==> config.mk <==
export PLATFORM = sky130hd
export DESIGN_NAME = txt_req_ctrl
export DESIGN_NICKNAME = d
export VERILOG_FILES = /design/src/rtl/txt_pkg.sv /design/src/rtl/txt_line_track.sv /design/src/rtl/txt_bit_rate.sv /design/src/rtl/txt_win_ctrl.sv /design/src/rtl/txt_capture.sv /design/src/rtl/txt_req_ctrl.sv
export SDC_FILE = /design/constraint.sdc
export NUM_CORES = 1
export LEC_CHECK = 0
export ABC_CLOCK_PERIOD_IN_PS = 4000
export BUFFER_PORTS_ARGS = -buffer_cell sky130_fd_sc_hd__buf_4
export CORE_MARGIN = 1
export CORE_UTILIZATION = 50
export DETAILED_ROUTE_END_ITERATION = 7
export PLACE_DENSITY = 0.7
export SYNTH_ARGS = -nofsm -noshare
export SYNTH_HDL_FRONTEND = slang
export SYNTH_SLANG_ARGS = --single-unit
==> constraint.sdc <==
create_clock -name clk -period 4 [get_ports clk]
set_input_delay 0.8 -clock clk [delete_from_list [all_inputs] [get_ports clk]]
set_output_delay 0.8 -clock clk [all_outputs]
set_load 0.01 [all_outputs]
==> src/rtl/txt_pkg.sv <==
package txt_pkg;
  typedef enum logic [1:0] {
    STD_PAL_WST  = 2'd0,
    STD_NTSC_WST = 2'd1,
    STD_NABTS    = 2'd2,
    STD_SPARE    = 2'd3
  } txt_std_e;

  typedef enum logic {
    REQ_PER_BIT = 1'b0,
    REQ_GATED   = 1'b1
  } txt_proto_e;
endpackage

==> src/rtl/txt_line_track.sv <==
module txt_line_track
  import txt_pkg::*;
#(
  parameter int LW = 10,
  parameter int PW = 11
) (
  input  logic          clk,
  input  logic          rst_n,
  input  logic          field_start,
  input  logic          field_second,
  input  logic          line_start,
  input  logic [1:0]    std_sel,
  output logic [LW-1:0] line_no,
  output logic [PW-1:0] pos,
  output logic          fld2,
  output txt_std_e      std_act
);
  localparam logic [PW-1:0] POS_MAX = {PW{1'b1}};

  always_ff @(posedge clk or negedge rst_n) begin
    if (!rst_n) begin
      line_no <= '0;
      fld2    <= 1'b0;
      std_act <= STD_PAL_WST;
    end else if (field_start) begin
      line_no <= LW'(1);
      fld2    <= field_second;
      std_act <= txt_std_e'(std_sel);
    end else if (line_start) begin
      line_no <= line_no + LW'(1);
    end
  end

  always_ff @(posedge clk or negedge rst_n) begin
    if (!rst_n)               pos <= '0;
    else if (line_start)      pos <= '0;
    else if (pos != POS_MAX)  pos <= pos + PW'(1);
  end
endmodule

==> src/rtl/txt_bit_rate.sv <==
module txt_bit_rate #(
  parameter int ACC_W = 9
) (
  input  logic             clk,
  input  logic             rst_n,
  input  logic             clear,
  input  logic             run,
  input  logic [ACC_W-1:0] num,
  input  logic [ACC_W-1:0] den,
  output logic             tick
);
  logic [ACC_W-1:0] acc_q;
  logic [ACC_W:0]   sum;

  assign sum  = {1'b0, acc_q} + {1'b0, num};
  assign tick = run && (sum >= {1'b0, den});

  always_ff @(posedge clk or negedge rst_n) begin
    if (!rst_n)     acc_q <= '0;
    else if (clear) acc_q <= '0;
    else if (run)   acc_q <= tick ? ACC_W'(sum - {1'b0, den}) : sum[ACC_W-1:0];
  end
endmodule

==> src/rtl/txt_win_ctrl.sv <==
module txt_win_ctrl
  import txt_pkg::*;
#(
  parameter int LW        = 10,
  parameter int PW        = 11,
  parameter int LAT_W     = 4,
  parameter int ACC_W     = 9,
  parameter int LEN_W     = 9,
  parameter int PAL_NUM   = 37,
  parameter int PAL_DEN   = 144,
  parameter int NTSC_NUM  = 7,
  parameter int NTSC_DEN  = 33,
  parameter int LEN_PAL   = 360,
  parameter int LEN_NTSC  = 296,
  parameter int LEN_NABTS = 288
) (
  input  logic             clk,
  input  logic             rst_n,
  input  logic             enable,
  input  txt_proto_e       proto,
  input  logic [LAT_W-1:0] delay,
  input  logic [PW-1:0]    win_start,
  input  logic [LW-1:0]    rng_first [2],
  input  logic [LW-1:0]    rng_last  [2],
  input  logic [LW-1:0]    line_no,
  input  logic [PW-1:0]    pos,
  input  logic             fld2,
  input  txt_std_e         std_act,
  output logic             busy,
  output logic             tick,
  output logic             tick_last,
  output logic             req,
  output txt_proto_e       mode_q,
  output logic [LAT_W-1:0] lat_q
);
  logic [1:0]       in_rng;
  logic             line_hit;
  logic             open_go;
  logic [LEN_W-1:0] left_q;
  logic [LEN_W-1:0] len_sel;
  logic [ACC_W-1:0] num_sel;
  logic [ACC_W-1:0] den_sel;

  for (genvar f = 0; f < 2; f++) begin : g_fld
    assign in_rng[f] = (line_no >= rng_first[f]) && (line_no <= rng_last[f]);
  end

  assign line_hit = in_rng[fld2];
  assign open_go  = enable && !busy && line_hit && (pos == win_start);

  always_comb begin
    unique case (std_act)
      STD_PAL_WST: begin
        num_sel = ACC_W'(PAL_NUM);
        den_sel = ACC_W'(PAL_DEN);
        len_sel = LEN_W'(LEN_PAL);
      end
      STD_NTSC_WST: begin
        num_sel = ACC_W'(NTSC_NUM);
        den_sel = ACC_W'(NTSC_DEN);
        len_sel = LEN_W'(LEN_NTSC);
      end
      default: begin
        num_sel = ACC_W'(NTSC_NUM);
        den_sel = ACC_W'(NTSC_DEN);
        len_sel = LEN_W'(LEN_NABTS);
      end
    endcase
  end

  txt_bit_rate #(.ACC_W(ACC_W)) u_rate (
    .clk   (clk),
    .rst_n (rst_n),
    .clear (open_go),
    .run   (busy && enable),
    .num   (num_sel),
    .den   (den_sel),
    .tick  (tick)
  );

  assign tick_last = tick && (left_q == LEN_W'(1));

  always_ff @(posedge clk or negedge rst_n) begin
    if (!rst_n) begin
      busy   <= 1'b0;
      req    <= 1'b0;
      left_q <= '0;
      mode_q <= REQ_PER_BIT;
      lat_q  <= '0;
    end else if (!enable) begin
      busy <= 1'b0;
      req  <= 1'b0;
    end else if (open_go) begin
      busy   <= 1'b1;
      left_q <= len_sel;
      mode_q <= proto;
      lat_q  <= delay;
      req    <= (proto == REQ_GATED);
    end else if (busy && tick) begin
      left_q <= left_q - LEN_W'(1);
      if (tick_last) busy <= 1'b0;
      req <= (mode_q == REQ_PER_BIT) ? 1'b1 : !tick_last;
    end else begin
      req <= (mode_q == REQ_GATED) && busy;
    end
  end
endmodule

==> src/rtl/txt_capture.sv <==
module txt_capture #(
  parameter int LAT_W = 4
) (
  input  logic             clk,
  input  logic             rst_n,
  input  logic             flush,
  input  logic             tick,
  input  logic             tick_last,
  input  logic [LAT_W-1:0] lat,
  input  logic             txt_in,
  input  logic             out_ready,
  output logic             out_valid,
  output logic             out_data,
  output logic             out_last
);
  localparam int DEPTH = 1 << LAT_W;

  logic [DEPTH-1:0] pend_q;
  logic [DEPTH-1:0] tag_q;
  logic             cap;
  logic             stall;

  assign cap   = !flush && pend_q[lat];
  assign stall = out_valid && !out_ready;

  always_ff @(posedge clk or negedge rst_n) begin
    if (!rst_n) begin
      pend_q <= '0;
      tag_q  <= '0;
    end else if (flush) begin
      pend_q <= '0;
      tag_q  <= '0;
    end else begin
      pend_q <= {pend_q[DEPTH-2:0], tick};
      tag_q  <= {tag_q[DEPTH-2:0], tick_last};
    end
  end

  always_ff @(posedge clk or negedge rst_n) begin
    if (!rst_n) begin
      out_valid <= 1'b0;
      out_data  <= 1'b0;
      out_last  <= 1'b0;
    end else if (cap) begin
      if (!stall) begin
        out_valid <= 1'b1;
        out_data  <= txt_in;
        out_last  <= tag_q[lat];
      end
    end else if (out_ready) begin
      out_valid <= 1'b0;
    end
  end
endmodule

==> src/rtl/txt_req_ctrl.sv <==
module txt_req_ctrl
  import txt_pkg::*;
#(
  parameter int LW        = 10,
  parameter int PW        = 11,
  parameter int LAT_W     = 4,
  parameter int PAL_NUM   = 37,
  parameter int PAL_DEN   = 144,
  parameter int NTSC_NUM  = 7,
  parameter int NTSC_DEN  = 33,
  parameter int LEN_PAL   = 360,
  parameter int LEN_NTSC  = 296,
  parameter int LEN_NABTS = 288
) (
  input  logic             clk,
  input  logic             rst_n,
  input  logic             enable,
  input  logic             req_mode,
  input  logic [1:0]       std_sel,
  input  logic [LAT_W-1:0] bit_delay,
  input  logic [PW-1:0]    win_start,
  input  logic [LW-1:0]    fa_first,
  input  logic [LW-1:0]    fa_last,
  input  logic [LW-1:0]    fb_first,
  input  logic [LW-1:0]    fb_last,
  input  logic             field_start,
  input  logic             field_second,
  input  logic             line_start,
  output logic             txt_req,
  input  logic             txt_in,
  output logic             out_valid,
  input  logic             out_ready,
  output logic             out_data,
  output logic             out_last
);
  localparam int DEN_MAX = (PAL_DEN > NTSC_DEN) ? PAL_DEN : NTSC_DEN;
  localparam int ACC_W   = $clog2(2 * DEN_MAX + 1);
  localparam int LEN_MAX = (LEN_PAL > LEN_NTSC) ?
                           ((LEN_PAL > LEN_NABTS) ? LEN_PAL : LEN_NABTS) :
                           ((LEN_NTSC > LEN_NABTS) ? LEN_NTSC : LEN_NABTS);
  localparam int LEN_W   = $clog2(LEN_MAX + 1);

  logic [LW-1:0]    line_no;
  logic [PW-1:0]    pos;
  logic             fld2;
  txt_std_e         std_act;
  logic [LW-1:0]    rng_first [2];
  logic [LW-1:0]    rng_last  [2];
  logic             busy;
  logic             tick;
  logic             tick_last;
  txt_proto_e       mode_q;
  logic [LAT_W-1:0] lat_q;

  assign rng_first[0] = fa_first;
  assign rng_last[0]  = fa_last;
  assign rng_first[1] = fb_first;
  assign rng_last[1]  = fb_last;

  txt_line_track #(.LW(LW), .PW(PW)) u_track (
    .clk          (clk),
    .rst_n        (rst_n),
    .field_start  (field_start),
    .field_second (field_second),
    .line_start   (line_start),
    .std_sel      (std_sel),
    .line_no      (line_no),
    .pos          (pos),
    .fld2         (fld2),
    .std_act      (std_act)
  );

  txt_win_ctrl #(
    .LW(LW), .PW(PW), .LAT_W(LAT_W), .ACC_W(ACC_W), .LEN_W(LEN_W),
    .PAL_NUM(PAL_NUM), .PAL_DEN(PAL_DEN),
    .NTSC_NUM(NTSC_NUM), .NTSC_DEN(NTSC_DEN),
    .LEN_PAL(LEN_PAL), .LEN_NTSC(LEN_NTSC), .LEN_NABTS(LEN_NABTS)
  ) u_win (
    .clk       (clk),
    .rst_n     (rst_n),
    .enable    (enable),
    .proto     (txt_proto_e'(req_mode)),
    .delay     (bit_delay),
    .win_start (win_start),
    .rng_first (rng_first),
    .rng_last  (rng_last),
    .line_no   (line_no),
    .pos       (pos),
    .fld2      (fld2),
    .std_act   (std_act),
    .busy      (busy),
    .tick      (tick),
    .tick_last (tick_last),
    .req       (txt_req),
    .mode_q    (mode_q),
    .lat_q     (lat_q)
  );

  txt_capture #(.LAT_W(LAT_W)) u_cap (
    .clk       (clk),
    .rst_n     (rst_n),
    .flush     (!enable),
    .tick      (tick),
    .tick_last (tick_last),
    .lat       (lat_q),
    .txt_in    (txt_in),
    .out_ready (out_ready),
    .out_valid (out_valid),
    .out_data  (out_data),
    .out_last  (out_last)
  );
endmodule

Yosys cells after proc, flatten, opt, wreduce, memory -nomap -nowiden
Index checks and enable logic that the tools add are counted.
W data, S select, Z words.
{"block": "word_totals", "regBits": 84, "in_bits": 66, "output_inout_bits": 4, "word_cells": 92, "latch_bits": 0, "mem_count": 0, "romBits": 0, "ramBits": 0}
{"block": "classes", "mux": 31, "n_lt_le_gt_ge": 7, "n_div": 0, "shifts": 0, "n_addsub": 5, "n_reduce_logical": 26, "eq_ne": 7, "bitwise": 1, "mul": 0}
{"op": "$mux W9", "count": 5}
{"op": "$mux W16", "count": 2}
{"op": "$mux W11", "count": 2}
{"op": "$ge A10 B10 Y1", "count": 2}
{"op": "$le A10 B10 Y1", "count": 2}
{"op": "$mux W10", "count": 2}
{"op": "$mux W1", "count": 15}
{"op": "$pmux W7 S2", "count": 1}
{"op": "$logic_and A1 B1 Y1", "count": 12}
{"op": "$add A11 B1 Y11 const B", "count": 1}
{"op": "$eq A11 B11 Y1", "count": 1}
{"op": "$ne A11 B11 Y1 const B", "count": 1}
{"op": "$add A10 B1 Y10 const B", "count": 1}
{"op": "$add A9 B6 Y10", "count": 1}
{"op": "$ge A10 B8 Y1", "count": 1}
{"op": "$reduce_and A2 Y1", "count": 5}
{"op": "$reduce_bool A2 Y1", "count": 5}
{"op": "$eq A9 B1 Y1 const B", "count": 1}
{"op": "$sub A9 B1 Y9 const B", "count": 1}
{"op": "$sub A9 B9 Y9", "count": 1}
{"op": "$bmux W1 S4", "count": 2}
{"op": "$mux W8", "count": 1}
{"op": "$mux W6", "count": 1}
{"op": "$ne A3 B1 Y1 const B", "count": 2}
{"op": "7 further kinds", "count": 9}

Logic depth before layout (Yosys ltp)
Gate-level depths: netlist (run 1).
{"block": "depth", "word_depth": 11, "ltp_mapped": 17, "depth_no_buf": 17}

Hierarchy
From an unflattened synthesis (run 1), not the netlist that was laid out.
{"block": "unflattened", "hier_cells": 593, "area_unflattened_um2": 5898.2}
{"mod": "txt_win_ctrl", "seq_area_each_um2": 400.4, "cells_each": 230, "area_per_inst_um2": 1973.1, "n_inst": 1}
{"mod": "txt_capture", "seq_area_each_um2": 875.8, "cells_each": 97, "area_per_inst_um2": 1432.6, "n_inst": 1}
{"mod": "txt_line_track", "seq_area_each_um2": 600.6, "cells_each": 112, "area_per_inst_um2": 1252.5, "n_inst": 1}
{"mod": "txt_bit_rate", "seq_area_each_um2": 225.2, "cells_each": 153, "area_per_inst_um2": 1236.2, "n_inst": 1}
{"mod": "txt_req_ctrl", "seq_area_each_um2": 0.0, "cells_each": 1, "area_per_inst_um2": 3.8, "n_inst": 1}

Worst setup path after synthesis (run 1)
OpenSTA, ideal clock, no wires.
{"block": "synth_timing", "path_kind": "reg2reg", "startpoint": "register u_track.std_act[1]", "endpoint": "register u_win.left_q[5]", "n_path_buf": 0, "slack_ps": 461, "t_arrival_ps": 3411, "setup_time_ps": 128, "required_ps": 3872, "path_stages_with_launch": 15, "synth_period_minus_slack_ps": 3539, "path_cell_list": "dfrtp_1 or2_2 ha_1 a211oi_2 nor2b_1 o21ai_0 xnor2_1 ha_1 and3_1 nand3_1 o32a_4 nand2_8 nand2_8 nor4_4 mux2_1"}
{"block": "synth_between", "elab_chain_len": 8, "word_cells_on_any_way": 9, "classes_between": "add/sub: 1; order compare: 1; mux: 2; reduce/logical: 5"}
{"item": "start, declared", "line": "txt_line_track.sv:16", "source": "output txt_std_e std_act"}
{"item": "start signal, assigned", "line": "txt_line_track.sv:28", "source": "std_act <= txt_std_e'(std_sel);"}
{"item": "$logic_not A2 Y1 (*)", "line": "txt_win_ctrl.sv:52", "source": "unique case (std_act)"}
{"item": "$mux W6", "line": "txt_win_ctrl.sv:52"}
{"item": "$add A9 B6 Y10", "line": "txt_bit_rate.sv:15", "source": "assign sum = {1'b0, acc_q} + {1'b0, num};"}
{"item": "$ge A10 B8 Y1 (*)", "line": "txt_bit_rate.sv:16", "source": "assign tick = run && (sum >= {1'b0, den});"}
{"item": "$logic_and A1 B1 Y1 (*)", "line": "txt_bit_rate.sv:16"}
{"item": "$logic_and A1 B1 Y1 (*)", "line": "txt_win_ctrl.sv:99", "source": "end else if (busy && tick) begin"}
{"item": "$reduce_bool A2 Y1 (no line) (*)"}
{"item": "$reduce_and A2 Y1 (no line) (*)"}
{"item": "end signal, assigned", "line": "txt_win_ctrl.sv:95", "source": "left_q <= len_sel;"}
{"item": "end signal, assigned", "line": "txt_win_ctrl.sv:100", "source": "left_q <= left_q - LEN_W'(1);"}
{"item": "end, declared", "line": "txt_win_ctrl.sv:39", "source": "logic [LEN_W-1:0] left_q;"}
Mark *: on every way between the ends. The rest lies on a longest branch, timed or not.
A chain may end at the register's enable or synchronous reset.

Worst setup path after layout (run 1)
Ends and elaborated chain as after synthesis.

==> flow_summary.toml, run 1 <==
[status]
status = "finished clean"

[logic_synthesis]
ys.flop_type = "dfrtp_1"
synth_area_leaders = "dfrtp_1 38%, ha_1 12%, mux4_2 4.1%, and2_1 3.5%, inv_1 3.3%"
synth_top_area_frac = 0.3802
synth_nets = 660
yosysSeqAreaShare = 0.3802
syn_area_per_cell_um2 = 10.20
synth_edf_count = 0
ys_warn_count = 0
syn_area_um2 = 5529
synth_cell_type_count = 69
synth_seq_cells = 84
syn_inst = 542
synthArstFlopShare = 1.000
synth_area_leader_cell = "dfrtp_1"

[cts]
clk_path_buf_depth = 2
post_cts_buffers = 0
insertion_delay_ns = 0.36
ctsResizeCount = 0
cts_sinks = 84
htreeDepth = 3
clkSlewWorstSetupHoldPaths_ns = 0.08
hold_buffers = 0
clockRootBuffer = "clkbuf_8"
cts_tree = "built"
cts_buffers = 9

[routing]
wl_per_cell_um = 14.78
firstDrtPassIters = 4
detail_route.vias_per_cell = 5.436
drtIter0Drc = 206
num_vias = 4093
drc = 0
postRouteAntennaNets = 0
routed_wl_mm = 11.13

[sta]
layout_min_cycle_time_ns = 3.731
finalSetupViolCount = 0
tns_ns = 0
finalClockSkew_ns = 0.007760
slew_violations = 0
hold_viol = 0
max_freq_mhz = 268.0
period_share = 0.9328
rsz0062_at_grt = "no"
relSlewSlack = 0.3125
worst_slew_pin_slew_ns = 1.031

[cells_and_area]
final_nets = 727
fin_cells = 753
diodes = 0
multi_input_area_um2 = 3134
final_cell_mix = "84 x dfrtp_1, 70 x buf_4, 51 x ha_1, 49 x inv_1, 41 x nor2_1"
layout_commonest_cell = "dfrtp_1"
fillers = 900
seq_area_um2 = 2102
area_delta_synth_final_pct = 14.91
fin_area_um2 = 6354
drive_above_1_share = 0.2235
utilization = 0.5887

[worst_setup_path]
cp_data_arrival_time_ns = 3.97
slowest_delay_ns = 0.40
crit_required_ns = 4.24
worstSetupEndpointType = "register"
path_cells = "or2_2, inv_1, ha_1, and3_4, nor2b_1, o21ai_1, xnor2_1, ha_1, and3_1, nand3_1, o32a_4, nand2_8, nand2_8, nor4_4, mux2_1"
path_class = "reg -> reg"
cp_max_fo = 10
slowest_stage = "dfrtp_1"
critPathBufInv = 1
critPathTopFamily = "simple AND/OR/NAND/NOR gates"
crit_path_start_kind = "register"

[floorplan]
io_pins = 70
die-area_um2 = 11480
die-width_um = 107.2
placementRows = 38
initial_core_util = 0.5123
fp.dieH_um = 107.2
core_um2 = 10790

[placement]
gp_congestion = 0.8487
dpl.hpwl_mm = 8.560
placed_cells = 738
post_dp_cell_area_um2 = 6132
port_buffers = 69

[global_route]
overflow = 0
first_global_vias = 4209
grt_usage = 0.2159
antenna_found_initial = 0
grt_first_pass_wirelength_mm = 19.34
grt_max_degree = 85

[min_path]
hp-class = "reg -> reg"

[power]
ir_worst_vdd_v = 0.0002595
pwr_density_cell_nw_per_um2 = 275.8
power_mw = 1.752
p_leak_nw = 3.201

[flow_run]
drv_cap = 0
routing by layer:
metal | global-route usage | up-vias | routed length, um
li1 | - | 2031 | -
met1 | 0.2719 | 1976 | 5048
met2 | 0.3636 | 74 | 5413
met3 | 0.06505 | 12 | 548
met4 | 0.04990 | 0 | 122
met5 | 0 | - | 0
power breakdown:
part	total, mW	leakage, nW	internal, mW	switching (mW)
clock	0.665	0.105	0.367	0.298
sequential	0.871	1.15	0.857	0.0137
combinational	0.217	1.95	0.103	0.114
total	1.75	3.20	1.33	0.425
area by class of cell:
type | instances | area share
Inverter | 50 | 0.03072
Timing Repair Buffer | 70 | 0.08271
Multi-Input combinational cell | 394 | 0.4933
Clock inverter | 5 | 0.01319
Sequential cell | 84 | 0.3308
Clock buffer | 10 | 0.02166
Tap cell | 140 | 0.02757
per-stage QoR:
stage	hold WS, ns	setup slack [ns]
3_5_place_dp	0.4666	0.2625
3_3_place_gp	0.4578	0.3476
5_1_grt	0.5000	0.07158
6_report	0.4773	0.2686
4_1_cts	0.4865	0.2315
2_1_floorplan	0.4469	0.4609
state kept, by name, summed over array words and instances (netlist names), 2 cells and up:
register and cells:
u_cap.pend_q 16, u_cap.tag_q 16, u_track.pos 11, u_track.line_no 10, u_win.left_q 9, u_win.u_rate.acc_q 9
u_win.lat_q 4, u_track.std_act 2
cells in the mapped netlist (9+ instances only):
cell      instances
xor2_1           21
xnor2_1          17
a21oi_1          19
inv_1            49
ha_1             51
dfrtp_1          84
mux4_2           10
nand2_1          33
and2_1           31
nand4_1          19
mux2_2           11
o21ai_0          15
nand2b_1          9
nand3_1          18
nor2_1           41
kinds of logic after synthesis:
kind of cell	Yosys count	share of synthesized area
and+or+nand+nor	190	0.1964
AOI/OAI and AO/OA	84	0.1107
DFF	84	0.3802
buffers and inverters	64	0.05295
adders and majority gates	52	0.1190
xor gates and xnor gates	38	0.06019
muxes	30	0.08056
path summary, 6_finish.rpt:
| kind | endpoint | depth (start not counted) | slack [ns] | startpoint |
|---|---|---|---|---|
| setup / recovery | u_win.left_q[5] | 15 | 0.27 | u_track.std_act[1] |
| hold / removal | u_cap.tag_q[2] | 1 | 0.48 | u_cap.tag_q[1] |
| setup reg to reg | u_win.left_q[5] | 15 | 0.27 | u_track.std_act[1] |
| hold reg to reg | u_cap.tag_q[2] | 1 | 0.48 | u_cap.tag_q[1] |
| max in group asynchronous | u_win.busy | 1 | 2.72 | rst_n |
| min in group asynchronous | u_cap.pend_q[13] | 1 | 0.60 | rst_n |
(Power assumes the default switching activity.)
==> inputs of run 2 (changes only) <==
ABC_CLOCK_PERIOD_IN_PS = 4300   (was 4000)
clock period = 4.3 ns   (was 4 ns; I/O delays follow)
==> run 2 against run 1 <==
- critical path depth is the same
- cell count grew 0.13%
- non-clock buffer count unchanged
- via count rose by 0.39%
- first-iteration DRC count shrank 5.8%
- largest power group unchanged
- clock power shrank 15%
- global-route usage rose by 0.53 points
- fmax decreased by 1.8%
- register-to-register slack improved by 0.23 ns
- count of clock-buffer cells in the layout unchanged
- total power down 10%
==> flow_summary.toml, run 2 (same netlist as run 1, synthesis figures left out) <==
[cells_and_area]
area_delta_synth_final_pct = 14.51
final_cell_mix = "84 x dfrtp_1, 70 x buf_4, 51 x ha_1, 49 x inv_1, 41 x nor2_1"
fin_cells = 754
final_nets = 727
fillers = 912
seq_area_um2 = 2102
largest_registers = "u_cap.pend_q x16, u_cap.tag_q x16, u_track.pos x11"
layout_commonest_cell = "dfrtp_1"
diodes = 0
drive_above_1_share = 0.2231
utilization = 0.5866
multi_input_area_um2 = 3134

[cts]
clkSlewWorstSetupHoldPaths_ns = 0.09
cts_tree = "built"
post_cts_buffers = 0
ctsResizeCount = 0
clockRootBuffer = "clkbuf_8"
hold_buffers = 0
insertion_delay_ns = 0.37
cts_sinks = 84
cts_buffers = 9
clk_path_buf_depth = 2
htreeDepth = 3

[sta]
slew_violations = 0
finalSetupViolCount = 0
layout_min_cycle_time_ns = 3.799
hold_viol = 0
finalClockSkew_ns = 0.01200
period_share = 0.8835
tns_ns = 0
rsz0062_at_grt = "no"
max_freq_mhz = 263.2
worst_slew_pin_slew_ns = 1.015
relSlewSlack = 0.3230

[worst_setup_path]
crit_start = "u_track.std_act[1]"
crit_required_ns = 4.55
cp_max_fo = 10
path_class = "reg -> reg"
crit_path_start_kind = "register"
path_cells = "or2_2, inv_1, ha_1, and3_4, nor2b_1, o21ai_0, xnor2_1, ha_1, and3_1, nand3_1, o32a_4, nand2_8, nand2_8, nor4_4, mux2_1"
r2r_cells = 15
timing.rr.start = "u_track.std_act[1]"
slowest_delay_ns = 0.39
worstSetupEndpointType = "register"
cp_data_arrival_time_ns = 4.04
slowest_stage = "dfrtp_1"
r2r_slack_ns = 0.50
r2r_end = "u_win.left_q[5]"
endpoint = "u_win.left_q[5]"

[routing]
wl_per_cell_um = 15.04
firstDrtPassIters = 4
drtIter0Drc = 194
num_vias = 4109
postRouteAntennaNets = 0
routed_wl_mm = 11.34
drc = 0
detail_route.vias_per_cell = 5.450

[floorplan]
placementRows = 38
die-area_um2 = 11480
io_pins = 70
core_um2 = 10790
initial_core_util = 0.5123
fp.dieH_um = 107.2
die-width_um = 107.2

[min_path]
hp-class = "reg -> reg"
hold_depth = 1

[placement]
placed_cells = 738
dpl.hpwl_mm = 8.730
gp_congestion = 0.9186
port_buffers = 69

[global_route]
grt_max_degree = 85
grtUsageMet3 = 0.05289
met1_usage = 0.2810
overflow = 0
antenna_found_initial = 0
grt_usage = 0.2211
first_global_vias = 4297
use_met2 = 0.3733
grt_first_pass_wirelength_mm = 19.69
grt_busiest_layer = "met2"

[power]
seqPwrFrac = 0.513
pwr_density_cell_nw_per_um2 = 249.2
p_comb_frac = 0.129
power.switching_uw = 408.6
p_int_mw = 1.169
p_clk_frac = 0.358
ir_worst_vdd_v = 0.0002058
p_leak_nw = 3.195
switching_share = 0.2590

[flow_run]
drv_cap = 0

[status]
status = "finished clean"
## run 2: cell types whose count changed in the layout (fill, tap and decap cells not counted), sizes merged
| cell | before | now |
|---|---|---|
| clkinvlp | 2 | 1 |
| inv | 51 | 53 |
| clkinv | 0 | 1 |
| bufinv | 2 | 1 |
## run 2: through the flow
stage | cell area, um^2 | hold slack (ns) | worst slack [ns] | total power, mW
2_1_floorplan | 5529 | 0.4469 | 0.7609 | 0.9353
3_3_place_gp | 6132 | 0.4586 | 0.6193 | 1.025
3_5_place_dp | 6132 | 0.4718 | 0.5323 | 1.030
4_1_cts | 6331 | 0.4844 | 0.5128 | 1.602
5_1_grt | 6331 | 0.5055 | 0.3306 | 1.667
6_report | 6331 | 0.4805 | 0.5008 | 1.578
## run 2: final cells by class
type | instances | area share
Clock buffer | 10 | 0.02016
Sequential cell | 84 | 0.3320
Clock inverter | 6 | 0.01126
Inverter | 50 | 0.03083
Multi-Input combinational cell | 394 | 0.4951
Tap cell | 140 | 0.02767
Timing Repair Buffer | 70 | 0.08300
## run 2: how the worst min path moves through the flow
stage / from / end
global route: u_win.left_q[8] / u_win.left_q[8]
detailed placement: u_cap.pend_q[3] / u_cap.pend_q[4]
finish: u_cap.pend_q[4] / u_cap.pend_q[5]
floorplan: u_win.left_q[8] / u_win.left_q[8]
CTS: u_cap.pend_q[4] / u_cap.pend_q[5]
global placement: u_cap.tag_q[14] / u_cap.tag_q[15]
## run 2: layer usage
metal | wire length, um | part of all wire
met5 | 0 | 0
met3 | 412 | 0.036
met4 | 152 | 0.013
met1 | 5188 | 0.46
met2 | 5586 | 0.49
## run 2: critical path, delay by kind of cell, from the launching register on
kind            cells  cell delay (ns)
xor+xnor            1             0.12
mux                 1             0.35
buf+inv             1             0.17
simple gates        8             1.43
fa+ha+maj           2             0.63
flops               1             0.39
compound gates      2             0.58
## run 2: power groups by stage
stage	Clock, mW	Sequential (mW)	Combinational [mW]
2_1_floorplan	0	0.822	0.114
3_3_place_gp	0	0.825	0.199
3_5_place_dp	0	0.826	0.204
4_1_cts	0.587	0.810	0.205
5_1_grt	0.625	0.812	0.231
6_report	0.564	0.810	0.203
